==> config.mk <==
export PLATFORM = sky130hd
export DESIGN_NAME = hmal_unit
export DESIGN_NICKNAME = d
export VERILOG_FILES = /design/src/rtl/hmal_pkg.sv /design/src/rtl/hmal_decoder.sv /design/src/rtl/hmal_regfile.sv /design/src/rtl/hmal_mac.sv /design/src/rtl/hmal_unit.sv
export SDC_FILE = /design/constraint.sdc
export NUM_CORES = 2
export LEC_CHECK = 0
export BUFFER_PORTS_ARGS = -buffer_cell sky130_fd_sc_hd__clkbuf_2
export CAP_MARGIN = 20
export CORE_ASPECT_RATIO = 0.8
export CORE_MARGIN = 4
export CORE_UTILIZATION = 43
export DETAILED_ROUTE_END_ITERATION = 16
export GPL_TIMING_DRIVEN = 1
export PLACE_DENSITY = 0.63
export REMOVE_ABC_BUFFERS = 1
export SYNTH_ARGS = -nofsm -noshare
export SYNTH_HDL_FRONTEND = slang
export SYNTH_SLANG_ARGS = --single-unit
==> constraint.sdc <==
create_clock -name clk_i -period 15.2 [get_ports clk_i]
set_clock_uncertainty 0.2 [all_clocks]
set_input_delay 1.52 -clock clk_i [delete_from_list [all_inputs] [get_ports clk_i]]
set_output_delay 1.52 -clock clk_i [all_outputs]
set_load 0.02 [all_outputs]
==> src/rtl/hmal_pkg.sv <==
package hmal_pkg;
  localparam int REG_AW = 4;

  typedef enum logic {ENC_A = 1'b0, ENC_B = 1'b1} enc_e;

  typedef struct packed {
    logic              legal;
    logic              cond_gated;
    logic [REG_AW-1:0] rn;
    logic [REG_AW-1:0] rm;
    logic [REG_AW-1:0] rdlo;
    logic [REG_AW-1:0] rdhi;
    logic              nsel;
    logic              msel;
  } dec_t;
endpackage

==> src/rtl/hmal_decoder.sv <==
module hmal_decoder
  import hmal_pkg::*;
(
  input  logic [31:0] instr_i,
  input  logic        enc_sel_i,
  output dec_t        dec_o
);
  dec_t dec_a, dec_b;

  always_comb begin
    dec_a.legal      = (instr_i[31:28] != 4'hF) && (instr_i[27:20] == 8'h14) &&
                       instr_i[7] && !instr_i[4];
    dec_a.cond_gated = 1'b1;
    dec_a.rdhi       = instr_i[19:16];
    dec_a.rdlo       = instr_i[15:12];
    dec_a.rm         = instr_i[11:8];
    dec_a.msel       = instr_i[6];
    dec_a.nsel       = instr_i[5];
    dec_a.rn         = instr_i[3:0];
  end

  always_comb begin
    dec_b.legal      = (instr_i[31:20] == 12'hFBC) && (instr_i[7:6] == 2'b10);
    dec_b.cond_gated = 1'b0;
    dec_b.rn         = instr_i[19:16];
    dec_b.rdlo       = instr_i[15:12];
    dec_b.rdhi       = instr_i[11:8];
    dec_b.nsel       = instr_i[5];
    dec_b.msel       = instr_i[4];
    dec_b.rm         = instr_i[3:0];
  end

  assign dec_o = (enc_e'(enc_sel_i) == ENC_B) ? dec_b : dec_a;
endmodule

==> src/rtl/hmal_regfile.sv <==
module hmal_regfile #(
  parameter int DW    = 32,
  parameter int DEPTH = 16,
  parameter int NRD   = 5,
  localparam int AW   = $clog2(DEPTH)
) (
  input  logic                   clk_i,
  input  logic                   rst_ni,
  input  logic                   tw_en_i,
  input  logic [AW-1:0]          tw_addr_i,
  input  logic [DW-1:0]          tw_data_i,
  input  logic                   wb_en_i,
  input  logic [AW-1:0]          wb_lo_addr_i,
  input  logic [DW-1:0]          wb_lo_data_i,
  input  logic [AW-1:0]          wb_hi_addr_i,
  input  logic [DW-1:0]          wb_hi_data_i,
  input  logic [NRD-1:0][AW-1:0] raddr_i,
  output logic [NRD-1:0][DW-1:0] rdata_o
);
  logic [DW-1:0] mem [DEPTH];

  for (genvar g = 0; g < DEPTH; g++) begin : g_entry
    // later assignments win: test write < low word < high word
    always_ff @(posedge clk_i or negedge rst_ni) begin
      if (!rst_ni) mem[g] <= '0;
      else begin
        if (tw_en_i && tw_addr_i == AW'(g)) mem[g] <= tw_data_i;
        if (wb_en_i && wb_lo_addr_i == AW'(g)) mem[g] <= wb_lo_data_i;
        if (wb_en_i && wb_hi_addr_i == AW'(g)) mem[g] <= wb_hi_data_i;
      end
    end
  end

  for (genvar r = 0; r < NRD; r++) begin : g_rd
    assign rdata_o[r] = mem[raddr_i[r]];
  end
endmodule

==> src/rtl/hmal_mac.sv <==
module hmal_mac #(
  parameter int HW  = 16,
  localparam int DW = 2 * HW,
  localparam int AW = 2 * DW
) (
  input  logic [DW-1:0] op_n_i,
  input  logic [DW-1:0] op_m_i,
  input  logic          nsel_i,
  input  logic          msel_i,
  input  logic [DW-1:0] acc_hi_i,
  input  logic [DW-1:0] acc_lo_i,
  output logic [DW-1:0] res_hi_o,
  output logic [DW-1:0] res_lo_o
);
  logic signed [HW-1:0] half_n, half_m;
  logic signed [DW-1:0] prod;
  logic        [AW-1:0] sum;

  assign half_n = nsel_i ? op_n_i[DW-1:HW] : op_n_i[HW-1:0];
  assign half_m = msel_i ? op_m_i[DW-1:HW] : op_m_i[HW-1:0];
  assign prod   = DW'(half_n * half_m);
  assign sum    = {acc_hi_i, acc_lo_i} + {{DW{prod[DW-1]}}, prod};  // wraps mod 2^AW
  assign res_hi_o = sum[AW-1:DW];
  assign res_lo_o = sum[DW-1:0];
endmodule

==> src/rtl/hmal_unit.sv <==
module hmal_unit
  import hmal_pkg::*;
#(
  parameter int DW    = 32,
  parameter int NREGS = 16
) (
  input  logic              clk_i,
  input  logic              rst_ni,
  input  logic              issue_valid_i,
  output logic              issue_ready_o,
  input  logic [31:0]       instr_i,
  input  logic              enc_sel_i,
  input  logic              cond_pass_i,
  output logic              done_o,
  output logic              illegal_o,
  input  logic              tw_en_i,
  input  logic [REG_AW-1:0] tw_addr_i,
  input  logic [DW-1:0]     tw_data_i,
  input  logic [REG_AW-1:0] rd_addr_i,
  output logic [DW-1:0]     rd_data_o
);
  localparam int NRD   = 5;
  localparam int P_RN  = 0;
  localparam int P_RM  = 1;
  localparam int P_LO  = 2;
  localparam int P_HI  = 3;
  localparam int P_DBG = 4;

  dec_t dec;
  logic accept, exec_ok;
  logic [NRD-1:0][REG_AW-1:0] raddr;
  logic [NRD-1:0][DW-1:0]     rdata;
  logic [DW-1:0] op_n, op_m, acc_hi, acc_lo, res_hi, res_lo;

  logic              done_q, ill_q, wb_en_q;
  logic [REG_AW-1:0] wb_hi_addr_q, wb_lo_addr_q;
  logic [DW-1:0]     wb_hi_data_q, wb_lo_data_q;

  hmal_decoder u_dec (
    .instr_i   (instr_i),
    .enc_sel_i (enc_sel_i),
    .dec_o     (dec)
  );

  assign raddr = {rd_addr_i, dec.rdhi, dec.rdlo, dec.rm, dec.rn};

  hmal_regfile #(.DW(DW), .DEPTH(NREGS), .NRD(NRD)) u_rf (
    .clk_i        (clk_i),
    .rst_ni       (rst_ni),
    .tw_en_i      (tw_en_i),
    .tw_addr_i    (tw_addr_i),
    .tw_data_i    (tw_data_i),
    .wb_en_i      (wb_en_q),
    .wb_lo_addr_i (wb_lo_addr_q),
    .wb_lo_data_i (wb_lo_data_q),
    .wb_hi_addr_i (wb_hi_addr_q),
    .wb_hi_data_i (wb_hi_data_q),
    .raddr_i      (raddr),
    .rdata_o      (rdata)
  );

  // bypass of the pending writeback; high word has priority as in the file
  function automatic logic [DW-1:0] fwd(input logic [REG_AW-1:0] a, input logic [DW-1:0] raw);
    if (wb_en_q && a == wb_hi_addr_q)      return wb_hi_data_q;
    else if (wb_en_q && a == wb_lo_addr_q) return wb_lo_data_q;
    else                                   return raw;
  endfunction

  assign op_n   = fwd(dec.rn,   rdata[P_RN]);
  assign op_m   = fwd(dec.rm,   rdata[P_RM]);
  assign acc_lo = fwd(dec.rdlo, rdata[P_LO]);
  assign acc_hi = fwd(dec.rdhi, rdata[P_HI]);

  hmal_mac #(.HW(DW / 2)) u_mac (
    .op_n_i   (op_n),
    .op_m_i   (op_m),
    .nsel_i   (dec.nsel),
    .msel_i   (dec.msel),
    .acc_hi_i (acc_hi),
    .acc_lo_i (acc_lo),
    .res_hi_o (res_hi),
    .res_lo_o (res_lo)
  );

  assign issue_ready_o = !tw_en_i;
  assign accept        = issue_valid_i && issue_ready_o;
  assign exec_ok       = dec.legal && (!dec.cond_gated || cond_pass_i);

  always_ff @(posedge clk_i or negedge rst_ni) begin
    if (!rst_ni) begin
      done_q       <= 1'b0;
      ill_q        <= 1'b0;
      wb_en_q      <= 1'b0;
      wb_hi_addr_q <= '0;
      wb_lo_addr_q <= '0;
      wb_hi_data_q <= '0;
      wb_lo_data_q <= '0;
    end else begin
      done_q  <= accept && dec.legal;
      ill_q   <= accept && !dec.legal;
      wb_en_q <= accept && exec_ok;
      if (accept && exec_ok) begin
        wb_hi_addr_q <= dec.rdhi;
        wb_lo_addr_q <= dec.rdlo;
        wb_hi_data_q <= res_hi;
        wb_lo_data_q <= res_lo;
      end
    end
  end

  assign done_o    = done_q;
  assign illegal_o = ill_q;
  assign rd_data_o = rdata[P_DBG];
endmodule

==> reports/metrics.yaml <==
regArea_um2: 14700
antenna_found_initial: 21
min_from: "u_rf.mem[33]"
grt_use_total_pct: 38.2
hold_ws_ps: 374
crit_arrival_ps: 14840
die_w_um: 450
layout-drive-gt1-share_pct: 17.7
hold_buffers: 0
nFillCells: 14700
min_path_type: "reg2reg"
avgViaCountPerCell: 7.01
holdPathStages: 2
num_vias: 65400
layout_worst_path_cycle_share_pct: 95.5
synth_async_sr_flop_share_pct: 100
ys_types: 87
routed_wl_um: 318000
synth_edf_count: 0
period_minus_slack_ps: 14510
postPlaceCellArea_um2: 70300
dpl.hpwl_um: 207000
ant_nets: 0
tightest_slew_ps: 1320
area_growth_pct: 8.21
gp_congestion: 1.05
maxSlewHeadroom_pct: 11.7
io_pins: 113
synthFlopType: "dfrtp_1"
worst-path-max-fanout: 21
cts_buffers: 71
row_count: 129
portBuffers: 112
wl_per_cell_um: 34.1
fp.dieH_um: 362
clkTransAtPathRegs_ps: 70
setup_viol: 0
cap_violations: 0
grt-ovfl-total: 0
critPathRequiredTime_ps: 15530
cp_slowest_stage_delay_ps: 590
drtIter0Drc: 11100
crit_start: "enc_sel_i"
reg2reg_slack_ps: 2250
drc: 0
end_kind: "flip-flop"
yosysWarnings: 0
yosysSeqAreaShare_pct: 21.9
critical_path_class: "in2reg"
grt_pass1_wl_um: 454000
drt_pass1_iterations: 9
grt_max_degree: 154
core_um2: 155000
design_area_um2: 72700
ctsLongestPathBuffers: 3
status: "finished, final reports clean"
critPathSlowestCell: "a2111oi_0"
clock_latency_ps: 700
grt_pass1_vias: 61200
htree_num_levels: 3
syn_inst: 7518
final-hold-violation-count: 0
multiInputGateArea_um2: 48800
yosys_register_bits: 587
postSynthAreaPerCell_um2: 8.93
max_freq_ghz: 0.0689
cts.repair.resized: 0
reg2reg_depth: 47
startpoint_type: "primary input"
synthesis.area_um2: 67200
cts.sinks: 587
cts_tree: "yes"
rsz0062_at_grt: "false"
slew_violations: 0
dieArea_um2: 163000
final_nets: 7711
start_util_pct: 43.4
timing.rr.start: "u_rf.mem[104]"
postCtsSetupRepairBufs: 0
root_buffer: "clkbuf_16"
placed cells by master (no fill, tap or decap), types with 87 or more instances in the layout:
master	netlist	routed
nand2_1	1466	1461
inv_1	346	346
nand3_1	101	96
buf_4	6	258
ha_1	131	131
a211oi_1	89	89
a21oi_1	407	406
mux2i_1	527	518
clkbuf_2	0	103
and2_1	87	87
o21ai_0	918	913
nor2_1	466	445
fa_1	264	264
mux4_2	668	668
dfrtp_1	587	587
critical path: cells and delay by family:
kind,cells,cell delay [ps]
simple gates,8,1700
fa+ha+maj,8,3310
compound gates,19,4610
buf+inv,11,1920
xor+xnor,1,120
mux,4,1620
metrics by stage:
| stage | TNS (ps) | util, % | std cells | worst slack [ps] |
|---|---|---|---|---|
| after floorplan | -496330 | - | 6772 | -10490 |
| after global placement | 0 | 45.4 | 9190 | 383 |
| after detailed placement | 0 | 45.4 | 9191 | 198 |
| after CTS | 0 | 46.9 | 9314 | 807 |
| after global routing | 0 | 46.9 | 9320 | 110 |
| final | 0 | 46.9 | 9330 | 686 |
layer usage:
layer  share of wire [%]  vias to the layer above  track usage, %
met3                  17                     1180            17.9
met2                  39                     5821            51.3
met5               0.066                        -           0.434
met1                  36                    32100            50.3
met4                 7.0                       14            21.5
li1                    -                    26300               -
cell type report:
| cell class | count | share of cell area [%] |
|---|---|---|
| diodes | 12 | 0.0413 |
| clock buffers | 93 | 2.77 |
| clock inverters | 30 | 0.377 |
| inverters | 349 | 1.80 |
| multi-input cells | 5836 | 67.1 |
| flip-flops and latches | 587 | 20.2 |
| well taps | 2030 | 3.49 |
| repair buffers | 393 | 4.18 |
cell families (layout without fill, tap and decap cells):
logic type,count (synthesis),after routing,synth area share (%)
and+or+nand+nor,2329,2329,14.3
AOI/OAI and AO/OA,1771,1771,15.0
muxes,1213,1213,30.6
buffers and inverters,1095,865,6.24
DFF,587,587,21.9
adders and majority gates,395,395,10.3
xor gates and xnor gates,128,128,1.68
other,0,12,0
final timing paths:
kind                                    endpoint
worst max register to register  wb_hi_data_q[31]
worst min-delay path                u_rf.mem[33]
worst max-delay path            wb_hi_data_q[31]
worst min register to register      u_rf.mem[33]
max in group asynchronous          u_rf.mem[484]
min in group asynchronous           u_rf.mem[42]
synth_stat cells (12+ instances only):
| cell | instances | area (um2) |
|---|---|---|
| a211oi_1 | 89 | 668 |
| a21o_1 | 36 | 270 |
| a21oi_1 | 407 | 2040 |
| a311oi_1 | 58 | 508 |
| a31oi_1 | 58 | 363 |
| a32oi_1 | 14 | 123 |
| and2_1 | 87 | 544 |
| and3_1 | 43 | 269 |
| buf_1 | 106 | 398 |
| buf_2 | 42 | 210 |
| clkbuf_1 | 591 | 2220 |
| dfrtp_1 | 587 | 14700 |
| fa_1 | 264 | 5290 |
| ha_1 | 131 | 1640 |
| inv_1 | 346 | 1300 |
| mux2_2 | 14 | 158 |
| mux2i_1 | 527 | 5280 |
| mux4_2 | 668 | 15000 |
| nand2_1 | 1466 | 5500 |
| nand2b_1 | 29 | 181 |
| nand3_1 | 101 | 505 |
| nand4_1 | 18 | 113 |
| nor2_1 | 466 | 1750 |
| nor2b_1 | 16 | 100 |
| nor3_1 | 40 | 200 |
| o211ai_1 | 43 | 323 |
| o21a_1 | 23 | 173 |
| o21ai_0 | 918 | 4590 |
| o21ai_1 | 16 | 80.1 |
| o22ai_1 | 27 | 169 |
| o31ai_1 | 13 | 97.6 |
| or2_2 | 15 | 93.8 |
| or3_1 | 12 | 75.1 |
| xnor2_1 | 87 | 762 |
| xor2_1 | 40 | 350 |
registers in the layout, summed over array words and instances, names as in the netlist:
register / count
wb_hi_addr_q: 4
wb_lo_data_q: 32
wb_hi_data_q: 32
illegal_o: 1
done_o: 1
wb_en_q: 1
u_rf.mem: 512
wb_lo_addr_q: 4
Power is not shown: default switching activity piles up to over one toggle a cycle in this logic, so the estimate is an artifact.
